--- config.mk ---
export PLATFORM = sky130hd
export DESIGN_NAME = press_decade_counter
export DESIGN_NICKNAME = d
export VERILOG_FILES = /design/src/rtl/press_cnt_pkg.sv /design/src/rtl/btn_sync.sv /design/src/rtl/btn_filter.sv /design/src/rtl/press_fsm.sv /design/src/rtl/decade_count.sv /design/src/rtl/press_decade_counter.sv
export SDC_FILE = /design/constraint.sdc
export NUM_CORES = 1
export LEC_CHECK = 0
export CAP_MARGIN = 25
export CORE_MARGIN = 4
export CORE_UTILIZATION = 43
export CTS_BUF_LIST = sky130_fd_sc_hd__clkbuf_4
export CTS_CLUSTER_SIZE = 30
export DETAILED_ROUTE_END_ITERATION = 10
export DONT_BUFFER_PORTS = 1
export PLACE_DENSITY = 0.57
export SLEW_MARGIN = 20
export SYNTH_ARGS = -nofsm -noshare
export SYNTH_HDL_FRONTEND = slang
export SYNTH_SLANG_ARGS = --single-unit
--- constraint.sdc ---
create_clock -name clk -period 2.01 [get_ports clk]
set_input_delay 0 -clock clk [delete_from_list [all_inputs] [get_ports clk]]
set_output_delay 0 -clock clk [all_outputs]
set_load 0.005 [all_outputs]
--- src/rtl/press_cnt_pkg.sv ---
package press_cnt_pkg;
    typedef enum logic [1:0] {
        ST_IDLE  = 2'd0,
        ST_COUNT = 2'd1,
        ST_WAIT  = 2'd2
    } press_state_t;
endpackage

--- src/rtl/btn_sync.sv ---
module btn_sync #(
    parameter int STAGES = 2
) (
    input  logic clk,
    input  logic rst,
    input  logic din,
    output logic dout
);
    typedef struct packed {
        logic [STAGES-1:0] chain;
    } sync_reg_t;

    sync_reg_t r_d, r_q;

    always_comb begin
        r_d = r_q;
        r_d.chain = {r_q.chain[STAGES-2:0], din};
    end

    always_ff @(posedge clk) begin
        if (rst) r_q <= '0;
        else     r_q <= r_d;
    end

    assign dout = r_q.chain[STAGES-1];
endmodule

--- src/rtl/btn_filter.sv ---
module btn_filter #(
    parameter int DB_EN     = 1,
    parameter int DB_CYCLES = 16
) (
    input  logic clk,
    input  logic rst,
    input  logic din,
    output logic dout
);
    localparam int CW = $clog2(DB_CYCLES + 1);

    generate
        if (DB_EN != 0) begin : g_filter
            typedef struct packed {
                logic          level;
                logic [CW-1:0] run;
            } flt_reg_t;

            flt_reg_t f_d, f_q;

            always_comb begin
                f_d = f_q;
                if (din == f_q.level) begin
                    f_d.run = '0;
                end else if (f_q.run == CW'(DB_CYCLES - 1)) begin
                    f_d.level = din;
                    f_d.run   = '0;
                end else begin
                    f_d.run = f_q.run + 1'b1;
                end
            end

            always_ff @(posedge clk) begin
                if (rst) f_q <= '0;
                else     f_q <= f_d;
            end

            assign dout = f_q.level;

            AST_FILTER_HOLD: assert property (@(posedge clk) disable iff (rst)
                (din == f_q.level) |=> $stable(f_q.level));
        end else begin : g_bypass
            assign dout = din;
        end
    endgenerate
endmodule

--- src/rtl/press_fsm.sv ---
module press_fsm
    import press_cnt_pkg::*;
(
    input  logic clk,
    input  logic rst,
    input  logic pressed,
    output logic inc_en
);
    typedef struct packed {
        press_state_t st;
    } fsm_reg_t;

    fsm_reg_t s_d, s_q;

    always_comb begin
        s_d = s_q;
        case (s_q.st)
            ST_IDLE:  if (pressed)  s_d.st = ST_COUNT;
            ST_COUNT:               s_d.st = ST_WAIT;
            ST_WAIT:  if (!pressed) s_d.st = ST_IDLE;
            default:                s_d.st = ST_IDLE;
        endcase
    end

    always_ff @(posedge clk) begin
        if (rst) s_q.st <= ST_IDLE;
        else     s_q <= s_d;
    end

    assign inc_en = (s_q.st == ST_COUNT);

    AST_COUNT_TO_WAIT: assert property (@(posedge clk) disable iff (rst)
        (s_q.st == ST_COUNT) |=> (s_q.st == ST_WAIT));
    AST_PULSE_ONE_CYCLE: assert property (@(posedge clk) disable iff (rst)
        inc_en |=> !inc_en);
    AST_WAIT_WHILE_HELD: assert property (@(posedge clk) disable iff (rst)
        (s_q.st == ST_WAIT && pressed) |=> (s_q.st == ST_WAIT));
endmodule

--- src/rtl/decade_count.sv ---
module decade_count #(
    parameter int MODULUS = 10
) (
    input  logic                         clk,
    input  logic                         rst,
    input  logic                         clr,
    input  logic                         ld,
    input  logic [$clog2(MODULUS)-1:0]   ld_val,
    input  logic                         inc,
    output logic [$clog2(MODULUS)-1:0]   cnt
);
    localparam int CW   = $clog2(MODULUS);
    localparam int LAST = MODULUS - 1;

    typedef struct packed {
        logic [CW-1:0] value;
    } cnt_reg_t;

    cnt_reg_t c_d, c_q;

    always_comb begin
        c_d = c_q;
        if (clr)
            c_d.value = '0;
        else if (ld)
            c_d.value = ld_val;
        else if (inc)
            c_d.value = (c_q.value >= CW'(LAST)) ? '0 : c_q.value + 1'b1;
    end

    always_ff @(posedge clk) begin
        if (rst) c_q <= '0;
        else     c_q <= c_d;
    end

    assign cnt = c_q.value;

    AST_WRAP_TO_ZERO: assert property (@(posedge clk) disable iff (rst)
        (inc && !clr && !ld && c_q.value >= CW'(LAST)) |=> (cnt == '0));
    AST_STEP_ONE: assert property (@(posedge clk) disable iff (rst)
        (inc && !clr && !ld && c_q.value < CW'(LAST)) |=> (cnt == $past(cnt) + 1'b1));
    AST_CLEAR_WINS: assert property (@(posedge clk) disable iff (rst)
        clr |=> (cnt == '0));
    AST_LOAD_WINS: assert property (@(posedge clk) disable iff (rst)
        (ld && !clr) |=> (cnt == $past(ld_val)));
endmodule

--- src/rtl/press_decade_counter.sv ---
module press_decade_counter #(
    parameter int MODULUS     = 10,
    parameter int SYNC_STAGES = 2,
    parameter int DB_EN       = 1,
    parameter int DB_CYCLES   = 16
) (
    input  logic       clk,
    input  logic       rst,
    input  logic       btn_raw,
    input  logic       clr_req,
    input  logic       ld_req,
    input  logic [3:0] ld_value,
    output logic [3:0] count,
    output logic       press_pulse
);
    logic btn_sync_lvl;
    logic btn_clean;
    logic inc_en;

    btn_sync #(.STAGES(SYNC_STAGES)) u_sync (
        .clk(clk), .rst(rst), .din(btn_raw), .dout(btn_sync_lvl)
    );

    btn_filter #(.DB_EN(DB_EN), .DB_CYCLES(DB_CYCLES)) u_filter (
        .clk(clk), .rst(rst), .din(btn_sync_lvl), .dout(btn_clean)
    );

    press_fsm u_fsm (
        .clk(clk), .rst(rst), .pressed(btn_clean), .inc_en(inc_en)
    );

    decade_count #(.MODULUS(MODULUS)) u_count (
        .clk(clk), .rst(rst), .clr(clr_req), .ld(ld_req),
        .ld_val(ld_value), .inc(inc_en), .cnt(count)
    );

    assign press_pulse = inc_en;

    AST_RESET_STATE: assert property (@(posedge clk)
        rst |=> (count == 4'd0 && !press_pulse));
endmodule

# [Yosys cells after proc, flatten, opt, wreduce, memory -nomap -nowiden]
# Cells that the tools add are included.
[word_totals] latchBits=0 input_bits=9 out_inout_bits=5 mem_bits_ro=0 ff_bits=14 mem_count=0 elab_cells=27 ramBits=0
[classes] shifts=0 add_sub_neg=2 n_bitwise=1 n_eq_ne=6 order_cmp=1 n_reduce_logical=6 mux=6 n_mul=0 div=0
[op_table] operator="2-to-1 mux 4 bit" n=3
[op_table] operator="one-hot mux 2 bit (3 select lines)" n=1
[op_table] operator="adder 5 x 1 -> 5 bit, second input constant" n=1
[op_table] operator="== test 5 x 4 -> 1 bit, second input constant" n=1
[op_table] operator="adder 4 x 1 -> 4 bit, second input constant" n=1
[op_table] operator="greater-or-equal comparator 4 bit, second input constant" n=1
[op_table] operator="2-to-1 mux 2 bit" n=2
[op_table] operator="!= test 2 bit, second input constant" n=2
[op_table] operator="AND reduction 2 bit" n=2
[op_table] operator="OR reduction 3 bit" n=1
[op_table] operator="== test 2 x 1 -> 1 bit, second input constant" n=1
[op_table] operator="== test 2 bit, second input constant" n=1
[op_table] operator="zero test 2 bit" n=1
[op_table] operator="nonzero test 2 bit" n=1
[op_table] operator="OR reduction 2 bit" n=1
[op_table] operator="== test 1 bit" n=1
[op_table] operator="inverter 1 bit" n=1

# [Longest topological paths before layout]
[depth] ltp_word=4 ltp_mapped=5 mapped_depth_nobuf=5

# [Modules after synthesis]
# From an unflattened synthesis, not the netlist that was laid out.
[hier_totals] cells_unflattened=66 hier_area_um2=654.4
[by_module_without_submodules] mod="decade_count" cells_per_inst=32 seq_area_each_um2=80.1 n_inst=1 area_each_um2=286.5
[by_module_without_submodules] mod="btn_filter" cells_per_inst=23 seq_area_each_um2=120.1 n_inst=1 area_each_um2=234.0
[by_module_without_submodules] mod="press_fsm" cells_per_inst=7 seq_area_each_um2=40.0 n_inst=1 area_each_um2=81.3
[by_module_without_submodules] mod="btn_sync" cells_per_inst=4 seq_area_each_um2=40.0 n_inst=1 area_each_um2=52.6

# [Worst setup path before layout]
# OpenSTA, ideal clock, no wires.
[synth_timing] path_type="reg-to-reg" from="register u_count.c_q (netlist bit u_count.cnt[1])" to="register u_count.c_q (netlist bit u_count.cnt[2])" t_arrival_ns=1.631 setup_ns=0.091 path_buffers=0 path_slack_ns=0.288 synth_period_minus_slack_ns=1.722 stages_incl_launch_ff=6 required_ns=1.919 cell_sequence="dfxtp_1 > inv_1 > ha_1 > or3b_4 > a2111o_1 > a311oi_1"
[synth_between] elab_chain_len=4 elab_cells_between_ends=5 cone_classes="add/sub: 1; order compare: 1; mux: 3"
[synth_rtl] item="start: declaration" line_no="decade_count.sv:19" text="cnt_reg_t c_d, c_q;"
[synth_rtl] item="start signal: assignment" line_no="decade_count.sv:32" text="if (rst) c_q <= '0;"
[synth_rtl] item="start signal: assignment" line_no="decade_count.sv:33" text="else c_q <= c_d;"
[synth_rtl] item="adder 4 x 1 -> 4 bit or greater-or-equal comparator 4 bit (tied branches)" line_no="decade_count.sv:28" text="c_d.value = (c_q.value >= CW'(LAST)) ? '0 : c_q.value + 1'b1;"
[synth_rtl] item="2-to-1 mux 4 bit *" line_no="decade_count.sv:28"
[synth_rtl] item="2-to-1 mux 4 bit *" line_no="decade_count.sv:27" text="else if (inc)"
[synth_rtl] item="2-to-1 mux 4 bit *" line_no="decade_count.sv:25" text="else if (ld)"
# Mark *: on every way between the ends. The rest lies on a longest branch, timed or not. The select of a mux whose other input is x is not followed.
# A chain may end at the register's enable or synchronous reset.

# [Worst setup path in the final report]
# Same ends and word-level chain as after synthesis.

==> results.cfg <==
[outcome]
status = completed

[clock_tree]
numCtsBuffers = 3
hold_buffers = 8
cts.clk_slew.worst_paths_ps = 80
cts-htree-levels = 1
clk_latency_ps = 270
clkSinkCount = 14
cts_resized = 0
cts_root_buffer = clkbuf_4
clk_path_buf_depth = 2
cts_tree = done
cts_setup_buffers = 0

[sta]
worst_slew_pin_slew_ps = 380.0
fin_hold_ws_ps = 33.28
fin_setup_tns_ps = 0
finalClockSkew_ps = 0.9277
slew_headroom_pct = 74.67
fmax_ghz = 0.5461
rsz0062_at_grt = no
hold_violations = 0
fin_crit_sh_pct = 91.11
fin_crit_ps = 1831
slew_viol_final = 0
setup_viol = 0
setup_slack_ps = 178.8

[synthesis]
yosysMostFrequentCell = dfxtp_1
async_reset_ff_share_pct = 0
yosysTopAreaCell = dfxtp_1
yosys.cell_types.count = 29
avgSynthCellArea_um2 = 9.505
synth-edff-count = 0
syn-num-nets = 81
synth_warnings = 0
synth.area.top_cells = dfxtp_1 44%, ha_1 9.8%, nor2_1 4.7%
synth_common_cells = 14 x dfxtp_1, 8 x nor2_1, 7 x inv_1
synthFlopType = dfxtp_1
synth_seq_cells = 14
syn_inst = 67
synth_area_um2 = 636.9
synth_top_cell_area_share_pct = 44.01
seq_area_frac_synth_pct = 44.01

[detailed_routing]
via_count = 505
drc = 0
drt_wl_total_mm = 1.269
viasPerCell = 5.430
drt-initial-drc-count = 10
antenna_left = 0
drt-wirelength-per-cell_um = 13.65
firstDrtPassIters = 4

[worst_setup_path]
critical_path_class = register to register
arrival_ps = 2020
r2r_cells = 5
worstSetupEndpoint = u_count.cnt[2]$_SDFFE_PP0P_
end_kind = register
rrSetupSlack_ps = 180
cp-startpoint = u_count.cnt[1]$_SDFFE_PP0P_
r2r_end = u_count.cnt[2]$_SDFFE_PP0P_
path_max_fanout = 5
required_ps = 2200
slowest_stage = dfxtp_1
crit_chain = inv_1 > ha_1 > or3b_4 > a2111o_1 > a311oi_1
max_stage_delay_ps = 420
reg2reg_from = u_count.cnt[1]$_SDFFE_PP0P_
start_kind = register

[layout]
register_area_um2 = 280.3
final_nets = 93
fillers = 130
diodes = 0
multiInputGateArea_um2 = 326.6
final_core_util_pct = 56.16
fin_cells = 93
synthToLayoutAreaGrowth_pct = 19.06
drive_above_1_share_pct = 8.974
final_area_um2 = 758.2

[power_and_ir_drop]
cellPowerDensity_nw_per_um2 = 647.1
peakVddDrop_v = 0.0004353
p_total_mw = 0.4907
p_leak_nw = 0.2899

[global_routing]
first_global_vias = 470
antenna_found_initial = 0
grt_overflow = 0
grt_max_degree = 11
grtUsageTotal_pct = 14.37
grt_pass1_wl_mm = 2.118

[place]
place_ws_ps = 186.5
place_congestion = 0.7503
placed_cell_area_um2 = 651.9
dpl.hpwl_um = 788.2
io_buffers = 0
dp_cells = 81

[floorplanning]
die-area_um2 = 2161
core_area_um2 = 1350
io_pins = 14
start_util_pct = 47.17
die_y_um = 46.49
rows = 13
die_w_um = 46.49

[worst_hold_path]
min_path_type = input port to register

[flow_run]
drv_cap = 0
critical path: cells and delay by family, from the launching register on:
| kind | cells | cell delay [ps] |
|---|---|---|
| AOI/OAI and AO/OA | 2 | 660 |
| DFF | 1 | 420 |
| and+or+nand+nor | 1 | 380 |
| adders and majority gates | 1 | 200 |
| buffers and inverters | 1 | 90 |
cell type report:
type | count | area share [%]
Clock buffer | 3 | 2.970
Clock inverter | 1 | 0.4950
Inverter | 7 | 3.465
Multi-Input combinational cell | 45 | 43.07
Sequential cell | 14 | 36.96
Tap cell | 15 | 2.475
Timing Repair Buffer | 8 | 10.56
kinds of logic (layout without fill, tap and decap cells):
kind of cell,count (synthesis),in the layout,share of synthesized area [%]
buf+inv,8,19,4.715
simple gates,21,21,18.47
mux,1,1,1.572
fa+ha+maj,5,5,9.823
flops,14,14,44.01
compound gates,15,15,17.29
xor+xnor,3,3,4.126
placed cells by master, fill, tap and decap left out, types with 2 or more instances in the layout:
cell	instances
nand2_1	2
nor2b_1	2
dfxtp_1	14
nor2_1	8
dlygate4sd3_1	8
xnor2_1	2
o21ai_0	3
ha_1	5
clkbuf_4	3
inv_1	7
a21oi_1	4
routing by layer:
| metal | global-route usage [%] | share of wire [%] | up-vias |
|---|---|---|---|
| met3 | 7.422 | 7.3 | 4 |
| li1 | - | - | 256 |
| met4 | 6.818 | 2.5 | 0 |
| met2 | 20.60 | 46 | 19 |
| met5 | 0 | 0 | - |
| met1 | 17.48 | 44 | 226 |
worst min path at each step:
stage          slack (ps)                           to   start  depth (start not counted)
2_1_floorplan          70    u_fsm.s_q[1]$_SDFFE_PP0P_     rst                          1
3_3_place_gp           70    u_fsm.s_q[1]$_SDFFE_PP0P_     rst                          1
3_5_place_dp           70    u_fsm.s_q[1]$_SDFFE_PP0P_     rst                          1
4_1_cts                 6  u_count.cnt[2]$_SDFFE_PP0P_  ld_req                          3
5_1_grt                30  u_count.cnt[2]$_SDFFE_PP0P_  ld_req                          3
6_report               30  u_count.cnt[2]$_SDFFE_PP0P_  ld_req                          3
sequential cells by signal, summed over array words and instances, names as in the netlist:
signal and count:
u_filter.g_filter.f_q 5, u_count.cnt 4, u_fsm.s_q 2, u_sync.r_q 2, u_filter.dout 1
power by group:
part	internal [mW]	total, mW	switching [mW]
clock network	0.0720	0.158	0.0859
logic	0.0243	0.0429	0.0186
registers	0.283	0.290	0.00702
(Power assumes the default switching activity.)
